## src/rtl/gpio_irq_pkg.sv

```systemverilog
package gpio_irq_pkg;
    localparam int AW = 8;
    localparam int DW = 32;

    localparam logic [AW-1:0] OFS_TOP_STAT = 8'h00;
    localparam logic [AW-1:0] OFS_TOP_MASK = 8'h04;
    localparam logic [AW-1:0] OFS_DIN      = 8'h40;
    localparam logic [AW-1:0] OFS_DOUT     = 8'h44;
    localparam logic [AW-1:0] OFS_OE       = 8'h48;
    localparam logic [AW-1:0] OFS_LVL_POL  = 8'h50;
    localparam logic [AW-1:0] OFS_LVL_MASK = 8'h54;
    localparam logic [AW-1:0] OFS_EVT      = 8'h58;
    localparam logic [AW-1:0] OFS_EVT_MASK = 8'h5c;
    localparam logic [AW-1:0] OFS_EVT_POL  = 8'h64;

    typedef enum logic {
        IRQ_IDLE   = 1'b0,
        IRQ_ACTIVE = 1'b1
    } irq_state_e;
endpackage

```

## src/rtl/gpio_in_sync.sv

```systemverilog
module gpio_in_sync #(
    parameter int W      = 16,
    parameter int STAGES = 2
) (
    input  logic         clk,
    input  logic         rst_n,
    input  logic [W-1:0] raw_in,
    output logic [W-1:0] sync_out
);
    logic [W-1:0] stage_q [STAGES];

    always_ff @(posedge clk or negedge rst_n) begin
        if (!rst_n) begin
            for (int s = 0; s < STAGES; s++) stage_q[s] <= '0;
        end else begin
            stage_q[0] <= raw_in;
            for (int s = 1; s < STAGES; s++) stage_q[s] <= stage_q[s-1];
        end
    end

    assign sync_out = stage_q[STAGES-1];
endmodule

```

## src/rtl/gpio_edge_latch.sv

```systemverilog
module gpio_edge_latch #(
    parameter int W = 16
) (
    input  logic         clk,
    input  logic         rst_n,
    input  logic [W-1:0] level,
    input  logic [W-1:0] falling_sel,
    input  logic [W-1:0] clr_bits,
    output logic [W-1:0] events
);
    for (genvar p = 0; p < W; p++) begin : g_pin
        logic prev_q;
        logic evt_q;
        logic hit;

        assign hit = falling_sel[p] ? (prev_q & ~level[p])
                                    : (~prev_q & level[p]);

        always_ff @(posedge clk or negedge rst_n) begin
            if (!rst_n) begin
                prev_q <= 1'b0;
                evt_q  <= 1'b0;
            end else begin
                prev_q <= level[p];
                // a fresh edge outranks a same-cycle clear
                evt_q  <= hit | (evt_q & ~clr_bits[p]);
            end
        end

        assign events[p] = evt_q;
    end
endmodule

```

## src/rtl/gpio_irq_fsm.sv

```systemverilog
module gpio_irq_fsm
    import gpio_irq_pkg::*;
(
    input  logic clk,
    input  logic rst_n,
    input  logic armed,
    output logic irq
);
    irq_state_e state_q, state_d;

    always_comb begin
        state_d = state_q;
        unique case (state_q)
            IRQ_IDLE:   if (armed)  state_d = IRQ_ACTIVE;   // RAISE
            IRQ_ACTIVE: if (!armed) state_d = IRQ_IDLE;     // DROP
            default:    state_d = IRQ_IDLE;
        endcase
    end

    always_ff @(posedge clk or negedge rst_n) begin
        if (!rst_n) state_q <= IRQ_IDLE;
        else        state_q <= state_d;
    end

    always_comb begin
        irq = (state_q == IRQ_ACTIVE);
    end
endmodule

```

## src/rtl/gpio_irq_ctrl.sv

```systemverilog
module gpio_irq_ctrl
    import gpio_irq_pkg::*;
#(
    parameter int NUM_PINS = 16
) (
    input  logic                clk,
    input  logic                rst_n,
    input  logic [AW-1:0]       bus_addr,
    input  logic                bus_we,
    input  logic [DW-1:0]       bus_wdata,
    input  logic                bus_re,
    output logic [DW-1:0]       bus_rdata,
    input  logic [NUM_PINS-1:0] pin_in,
    output logic [NUM_PINS-1:0] pin_out,
    output logic [NUM_PINS-1:0] pin_oe,
    output logic                irq
);
    localparam int N = NUM_PINS;

    logic [N-1:0] dout_q, oe_q, lpol_q, lmask_q, emask_q, epol_q;
    logic         top_mask_q;
    logic [N-1:0] din_s, evt_bits, evt_clr;
    logic [N-1:0] lvl_pend, edge_pend;
    logic         status;
    logic [DW-1:0] rd_mux;

    gpio_in_sync #(.W(N), .STAGES(2)) u_sync (
        .clk      (clk),
        .rst_n    (rst_n),
        .raw_in   (pin_in),
        .sync_out (din_s)
    );

    assign evt_clr = (bus_we && bus_addr == OFS_EVT) ? bus_wdata[N-1:0] : '0;

    gpio_edge_latch #(.W(N)) u_edge (
        .clk         (clk),
        .rst_n       (rst_n),
        .level       (din_s),
        .falling_sel (epol_q),
        .clr_bits    (evt_clr),
        .events      (evt_bits)
    );

    always_ff @(posedge clk or negedge rst_n) begin
        if (!rst_n) begin
            dout_q     <= '0;
            oe_q       <= '0;
            lpol_q     <= '0;
            lmask_q    <= '0;
            emask_q    <= '0;
            epol_q     <= '0;
            top_mask_q <= 1'b0;
        end else if (bus_we) begin
            unique case (bus_addr)
                OFS_TOP_MASK: top_mask_q <= bus_wdata[0];
                OFS_DOUT:     dout_q     <= bus_wdata[N-1:0];
                OFS_OE:       oe_q       <= bus_wdata[N-1:0];
                OFS_LVL_POL:  lpol_q     <= bus_wdata[N-1:0];
                OFS_LVL_MASK: lmask_q    <= bus_wdata[N-1:0];
                OFS_EVT_MASK: emask_q    <= bus_wdata[N-1:0];
                OFS_EVT_POL:  epol_q     <= bus_wdata[N-1:0];
                default: ;
            endcase
        end
    end

    assign lvl_pend  = (din_s ^ lpol_q) & lmask_q;
    assign edge_pend = evt_bits & emask_q;
    assign status    = |(lvl_pend | edge_pend);

    always_comb begin
        rd_mux = '0;
        unique case (bus_addr)
            OFS_TOP_STAT: rd_mux[0]     = status;
            OFS_TOP_MASK: rd_mux[0]     = top_mask_q;
            OFS_DIN:      rd_mux[N-1:0] = din_s;
            OFS_DOUT:     rd_mux[N-1:0] = dout_q;
            OFS_OE:       rd_mux[N-1:0] = oe_q;
            OFS_LVL_POL:  rd_mux[N-1:0] = lpol_q;
            OFS_LVL_MASK: rd_mux[N-1:0] = lmask_q;
            OFS_EVT:      rd_mux[N-1:0] = evt_bits;
            OFS_EVT_MASK: rd_mux[N-1:0] = emask_q;
            OFS_EVT_POL:  rd_mux[N-1:0] = epol_q;
            default: ;
        endcase
    end

    always_ff @(posedge clk or negedge rst_n) begin
        if (!rst_n)      bus_rdata <= '0;
        else if (bus_re) bus_rdata <= rd_mux;
    end

    gpio_irq_fsm u_fsm (
        .clk   (clk),
        .rst_n (rst_n),
        .armed (status & top_mask_q),
        .irq   (irq)
    );

    assign pin_out = dout_q;
    assign pin_oe  = oe_q;
endmodule

```

## config.mk

```make
export PLATFORM = sky130hd
export DESIGN_NAME = gpio_irq_ctrl
export DESIGN_NICKNAME = d
export VERILOG_FILES = /design/src/rtl/gpio_irq_pkg.sv /design/src/rtl/gpio_in_sync.sv /design/src/rtl/gpio_edge_latch.sv /design/src/rtl/gpio_irq_fsm.sv /design/src/rtl/gpio_irq_ctrl.sv
export SDC_FILE = /design/constraint.sdc
export NUM_CORES = 1
export LEC_CHECK = 0
export BUFFER_PORTS_ARGS = -buffer_cell sky130_fd_sc_hd__buf_4
export CORE_ASPECT_RATIO = 1.4
export CORE_MARGIN = 2
export CORE_UTILIZATION = 30
export DETAILED_ROUTE_END_ITERATION = 6
export PLACE_DENSITY = 0.48
export SLEW_MARGIN = 10
export SYNTH_ARGS = -nofsm -noshare
export SYNTH_HDL_FRONTEND = slang
export SYNTH_SLANG_ARGS = --single-unit
```

## constraint.sdc

```tcl
create_clock -name clk -period 2.9 [get_ports clk]
set_clock_uncertainty 0.05 [all_clocks]
set_input_delay 0.435 -clock clk [delete_from_list [all_inputs] [get_ports clk]]
set_output_delay 0.435 -clock clk [all_outputs]
set_load 0.01 [all_outputs]
```

==> metrics.txt, run 1 <==
slowest stage delay, CP=0.51 ns; Root Buffer=clkbuf_16; Peak VDD IR=0.420 mV; Power Density=565 mW/mm^2; Detailed Route WL=23900 um; core area=0.0260 sq mm; net total in the final layout=about 800; EDFF count, synth=0; reg2reg setup slack=0.84 ns; Area Overhead vs Synth=21.7%; Cells after Synth=634; PortBufs=between 90 and 100; cts hold-fix bufs=1; warnings from Yosys=0; Antenna Nets Post-Route=0; flops & latches, synth=178; unrepaired setup endpoints after global routing=no; crit path to=u_fsm.irq$_DFF_PN0_; sequential area share after synthesis=56.4%; Mapped Area=0.00789 sq mm; Worst setup startpoint=u_edge.g_pin[9].evt_q$_DFF_PN0_; min Tclk post-route=around 2.1 ns; Final Max Slew Viols=0; Final WS setup=0.838 ns; GRT overflow=0; Synth cell types=62; P_leak=4.43 nW; Mapped Avg Cell Area=12.4 sq um; Tightest Pin Transition=0.820 ns; Area contributors post-synth=dfrtp_1, mux2_2, a22oi_1; status=completed; crit path cell chain=a22o_1 > a221oi_1 > nand4_1 > nor4_1 > nor2b_1; initial antenna violation count=0; Avg WL per Cell=22.2 um; worst min-delay path class=in2reg; Synth Flop Type=dfrtp_1; slowest cell on the critical path=nor4_1; most numerous cell in the Yosys netlist=dfrtp_1; GPL Wtd Cong=about 0.8; initial DRC count=404; Final period util=71.1%; CTS Sinks=178; Worst Setup Start Kind=flop; WP data required=3.12 ns; DP HPWL=16900 um; H-tree Lvls=4; worst-path maximum fanout=3; nature of the critical path endpoint=flop; clock-pin slew on the worst setup and hold paths=about 0.070 ns; Arrival @ worst endpoint=2.28 ns; placed insts=about 1000; RR Startpoint=u_edge.g_pin[9].evt_q$_DFF_PN0_; Setup CP Type=reg2reg; Num CTS Buffers=17; detailed-route DRC error count=0; # rows=70; # resized after CTS=0; Die Width=141 um; First-pass DRT Iterations=5; pin count of the biggest net entering global routing=67; clock tree buffer depth=2; post-route insts no fill=about 1100; Vert. Die Dim=196 um; CTS tree=yes; Hold Path Stages=1; fmax=0.485 GHz; Die ar.=0.0276 sq mm; via count=5613; Commonest cells post-synth=dfrtp_1, mux2_2, nand2_1; first-pass GRT wire length=36700 um; max_cap viols=0; top-area cell type share of the netlist area=56.4%; Place WS=about 0.41 ns; fraction of registers with async set/reset=100%; GRT Util Overall=between 15 and 20%; final setup fails=0; Final Hold Vio Count=0; latest clock arrival within the worst-skew pair=0.44 ns; via-per-instance ratio=5.20; Hold Slack=0.0506 ns; Hold Startpoint=pin_in[11]; Initial Utilization=30.3%; Total Neg Setup Slack=0 ns; IO Pins=125; Reg2Reg Depth=5; Post-CTS Setup Bufs=0; area leader, netlist=dfrtp_1; vias in the first global route=5903; Critical R2R Capture=u_fsm.irq$_DFF_PN0_; layout cells sized above 1=between 30% and 40%; Worst slew margin=a little over two fifths; ANT cells=0
==> per-layer routing <==
metal  share of wire [%]  global-route usage (%)  vias up
met5                   0                       0        -
met4                 3.8                    8.59        0
met3                 4.1                    3.25       48
met2                  50                    29.8      177
met1                  42                    22.2     2871
li1                    -                       -     2517
==> per-stage QoR <==
step                      utilization (%)  power, mW  area, sq um
final                                36.9       5.43         9600
after global routing                 36.9       5.65         9600
after CTS                            36.9       5.49         9600
after detailed placement             34.7       3.19         9020
after global placement               34.7       3.17         9020
after floorplan                         -       2.92         7950
==> worst min path at each step <==
stage | endpoint | slack [ns]
finish | u_sync.stage_q[27]$_DFF_PN0_ | 0.05
global route | u_sync.stage_q[28]$_DFF_PN0_ | 0.03
CTS | u_sync.stage_q[28]$_DFF_PN0_ | 0.03
detailed placement | u_sync.sync_out[12]$_DFF_PN0_ | 0.28
global placement | u_sync.sync_out[12]$_DFF_PN0_ | 0.28
floorplan | bus_rdata[0]$_DFFE_PN0P_ | 0.09
==> state kept, by name, summed over array words and instances (netlist names), 16 cells and up <==
signal / flops
pin_oe: 16
u_sync.stage_q: 16
u_sync.sync_out: 16
emask_q: 16
u_edge.g_pin.evt_q: 16
pin_out: 16
epol_q: 16
lpol_q: 16
bus_rdata: 16
u_edge.g_pin.prev_q: 16
lmask_q: 16
==> report_power, final <==
group	switching [mW]	total [mW]	leakage [nW]	internal, mW
Clock	0.979	2.29	0.269	1.31
Combinational	0.252	0.450	1.90	0.198
Sequential	0.0951	2.69	2.26	2.59
Total	1.33	5.43	4.43	4.10
==> cell type report <==
| cell class | instances | area [sq um] |
|---|---|---|
| Fill cell | 2509 | 16400 |
| Sequential cell | 178 | 4450 |
| Multi-Input combinational cell | 420 | 3210 |
| Timing Repair Buffer | 122 | 947 |
| Clock buffer | 23 | 468 |
| Tap cell | 324 | 405 |
| Clock inverter | 8 | 105 |
| Inverter | 4 | 15.0 |
==> placed cells by master (no fill, tap or decap), drive strengths merged, types with 5 or more instances in the layout <==
master and n:
a21o 16, a221oi 9, a222oi 8, a22o 9, a22oi 36, and2 5
and3 5, buf 121, clkbuf 23, conb 16, dfrtp 178, mux2 107
nand2 66, nand3 14, nor2 26, o21ai 22, o22ai 5, xor2 16
==> logic make-up after synthesis <==
group | share of synthesized area [%]
buf+inv | 3.79
other cells | 0.0475
simple gates | 9.42
xor+xnor | 1.78
compound gates | 12.3
flops | 56.4
mux | 16.3
==> worst max-delay path: cells and delay by family (launching register included) <==
kind,cells,cell delay [ns]
compound gates,2,0.62
flops,1,0.42
simple gates,3,0.81
Power figures use the tool's default switching activity.
==> run 2: changes to the inputs <==
Settings changed: PLACE_DENSITY 0.48 to 0.49.
Clock period 2.9 ns to 1.67 ns, I/O delays scaled along.
==> run 2 against run 1 <==
The run now ends with negative setup slack left. Die area stayed put. First-iteration DRC count fell by 15%. Sequential power grew 73%. Non-clock buffer count increased by 90. Setup slack got worse by 0.94 ns. Register-to-register slack got worse by 0.94 ns. Core utilization increased by 3.6 points. Flip-flop and latch count unchanged. Sequential share of layout area shrank 4.1 points. Total power up 79%.
==> metrics.txt, run 2 (synthesis results as in run 1) <==
pin count of the biggest net entering global routing=51 (was 67); cell area after layout=0.0105 sq mm (was 0.00960 sq mm); max_cap viols=0 (unchanged); Worst setup startpoint=lpol_q[14]$_DFFE_PN0P_ (was u_edge.g_pin[9].evt_q$_DFF_PN0_); via-per-instance ratio=5.09 (was 5.20); GRT overflow=0 (unchanged); internal power=7.29 mW (was 4.10 mW); Vert. Die Dim=196 um (unchanged); most frequent cells in the layout=buf_4, dfrtp_1, mux2_2, nand2_1, a22oi_1 (was dfrtp_1, buf_4, mux2_2, nand2_1, a22oi_1); Worst slew margin=62.5% (was 43.9%); via count=5959 (was 5613); detailed-route DRC error count=0 (unchanged); clock-pin slew on the worst setup and hold paths=0.07 ns (about the same); PortBufs=92 (unchanged); switching share of power=25.0% (was 24.4%); Place WS=-0.378 ns (was 0.415 ns); slowest stage delay, CP=0.39 ns (was 0.51 ns); Area Overhead vs Synth=33.4% (was 21.7%); WP data required=1.93 ns (was 3.12 ns); Final Hold Vio Count=0 (unchanged); Num CTS Buffers=17 (unchanged); Antenna Nets Post-Route=0 (unchanged); failing checks=negative setup slack; Clk pwr share=41.7% (was 42.2%); Final WS setup=-0.106 ns (was 0.838 ns); Post-DP Area=0.00965 sq mm (was 0.00902 sq mm); commonest non-fill, non-tap cell in the layout=buf_4 (was dfrtp_1); ANT cells=0 (unchanged); worst min-delay path class=in2reg (unchanged); fmax=0.563 GHz (was 0.485 GHz); crit path cell chain=xor2_1 > a22oi_2 > nand4_1 > nor4_4 > buf_4 > o22ai_1 (was a22o_1 > a221oi_1 > nand4_1 > nor4_1 > nor2b_1); Root Buffer=clkbuf_16 (unchanged); Power Density=923 mW/mm^2 (was 565 mW/mm^2); GPL Wtd Cong=0.898 (was 0.825); min Tclk post-route=1.78 ns (was 2.06 ns); layout cells sized above 1=41.0% (was 34.2%); logic gate share of total power=10.3% (was 8.3%); final setup fails=2 (was 0); first-pass GRT wire length=39400 um (was 36700 um); unrepaired setup endpoints after global routing=yes (was no); initial antenna violation count=0 (unchanged); core area=0.0260 sq mm (unchanged); Critical R2R Capture=bus_rdata[0]$_DFFE_PN0P_ (was u_fsm.irq$_DFF_PN0_); reg2reg setup slack=-0.11 ns (was 0.84 ns); Final period util=106% (was 71.1%); net total in the final layout=893 (was 803); post-route insts no fill=1170 (was 1079); H-tree Lvls=4 (unchanged); placed insts=1115 (was 1047); sequential power share=48.0% (was 49.5%); latest clock arrival within the worst-skew pair=0.45 ns (was 0.44 ns); Setup CP Type=reg2reg (unchanged); GRT Util Overall=19.0% (was 17.8%); Final Max Slew Viols=0 (unchanged); Initial Utilization=30.3% (unchanged); IO Pins=125 (unchanged); initial DRC count=345 (was 404); nature of the critical path endpoint=flop (unchanged); First-pass DRT Iterations=5 (unchanged); Tightest Pin Transition=0.563 ns (was 0.820 ns); status=complete, but fails checks (was completed); RR Startpoint=lpol_q[14]$_DFFE_PN0P_ (was u_edge.g_pin[9].evt_q$_DFF_PN0_); Peak VDD IR=0.723 mV (was 0.420 mV); Die ar.=0.0276 sq mm (unchanged); CTS tree=yes (unchanged); vias in the first global route=6360 (was 5903); Psw=2.43 mW (was 1.33 mW); crit path to=bus_rdata[0]$_DFFE_PN0P_ (was u_fsm.irq$_DFF_PN0_); Detailed Route WL=25500 um (was 23900 um); DP HPWL=18600 um (was 16900 um); Final Util=40.5% (was 36.9%); Die Width=141 um (unchanged); Reg2Reg Depth=6 (was 5); Worst Setup Start Kind=flop (unchanged); fill cell count=2444 (was 2509); Arrival @ worst endpoint=2.04 ns (was 2.28 ns); CTS Sinks=178 (unchanged); # rows=70 (unchanged); P_leak=4.93 nW (was 4.43 nW); slowest cell on the critical path=dfrtp_1 (was nor4_1); clock tree buffer depth=2 (unchanged); worst-path maximum fanout=2 (was 3); Avg WL per Cell=21.8 um (was 22.2 um)
run 2: changes by cell type in the layout (fill, tap and decap cells not counted), moves of 2 or more:
cell and change:
a221oi_2 +4, buf_4 +66, a221oi_1 -4, clkbuf_1 -2, a22oi_2 +5, a22oi_1 -5
clkinv_4 +3, buf_12 +8, dlygate4sd3_1 +16
run 2: power by group through the flow:
stage,sequential (mW),combinational [mW],clock (mW)
after floorplan,4.71,0.375,0
after global placement,4.74,0.920,0
after global routing,4.68,1.09,4.32
after detailed placement,4.74,0.936,0
final,4.66,1.00,4.05
after CTS,4.66,1.01,4.13
run 2: worst min-delay path by stage:
stage | cells after the start | slack (ns) | to | startpoint
2_1_floorplan | 0 | -0.1 | bus_rdata[0]$_DFFE_PN0P_ | rst_n
3_3_place_gp | 1 | 0.21 | u_sync.stage_q[28]$_DFF_PN0_ | rst_n
3_5_place_dp | 1 | 0.21 | u_sync.stage_q[28]$_DFF_PN0_ | rst_n
4_1_cts | 2 | 0.03 | emask_q[13]$_DFFE_PN0P_ | bus_wdata[13]
5_1_grt | 2 | 0.04 | emask_q[13]$_DFFE_PN0P_ | bus_wdata[13]
6_report | 2 | 0.03 | emask_q[13]$_DFFE_PN0P_ | bus_wdata[13]
run 2: area by class of cell:
cell class | instances | area (sq um) | share of cell area [%]
clock buffer | 21 | 460 | 4.37
clock inverter | 11 | 131 | 1.25
inverter | 4 | 15.0 | 0.143
multi-input combinational | 420 | 3300 | 31.3
sequential | 178 | 4450 | 42.3
tap | 324 | 405 | 3.85
timing repair buffer | 212 | 1760 | 16.7
run 2: worst max-delay path: cells and delay by family (launching register included):
family / cells / cell delay (ns)
buf+inv: 1 / 0.17
flops: 1 / 0.39
xor+xnor: 1 / 0.19
compound gates: 2 / 0.30
simple gates: 2 / 0.55
run 2: per-stage QoR:
stage	total power, mW	setup TNS, ns	hold slack (ns)
2_1_floorplan	5.09	-3.35	-0.0951
3_3_place_gp	5.66	-28.51	0.206
3_5_place_dp	5.68	-30.20	0.210
4_1_cts	9.81	-0.100	0.0265
5_1_grt	10.1	-0.230	0.0366
6_report	9.72	-0.181	0.0347
run 2: layer usage:
metal / wire (um) / vias up / GRT usage, %
li1: - / 2698 / -
met1: 10300 / 3038 / 22.5
met2: 13500 / 179 / 34.0
met3: 961 / 44 / 3.39
met4: 771 / 0 / 7.63
met5: 0 / - / 0
run 2: what timing repair did:
| action | CTS | global route |
|---|---|---|
| pin swaps | 6 | 5 |
| setup endpoints to repair | 2 | 4 |
| endpoints found under the hold margin | 60 | 0 |
| hold buffers | 17 | 0 |
| cloned | 0 | 0 |
| buffers inserted | 6 | 0 |
| resized for setup | 7 | 4 |
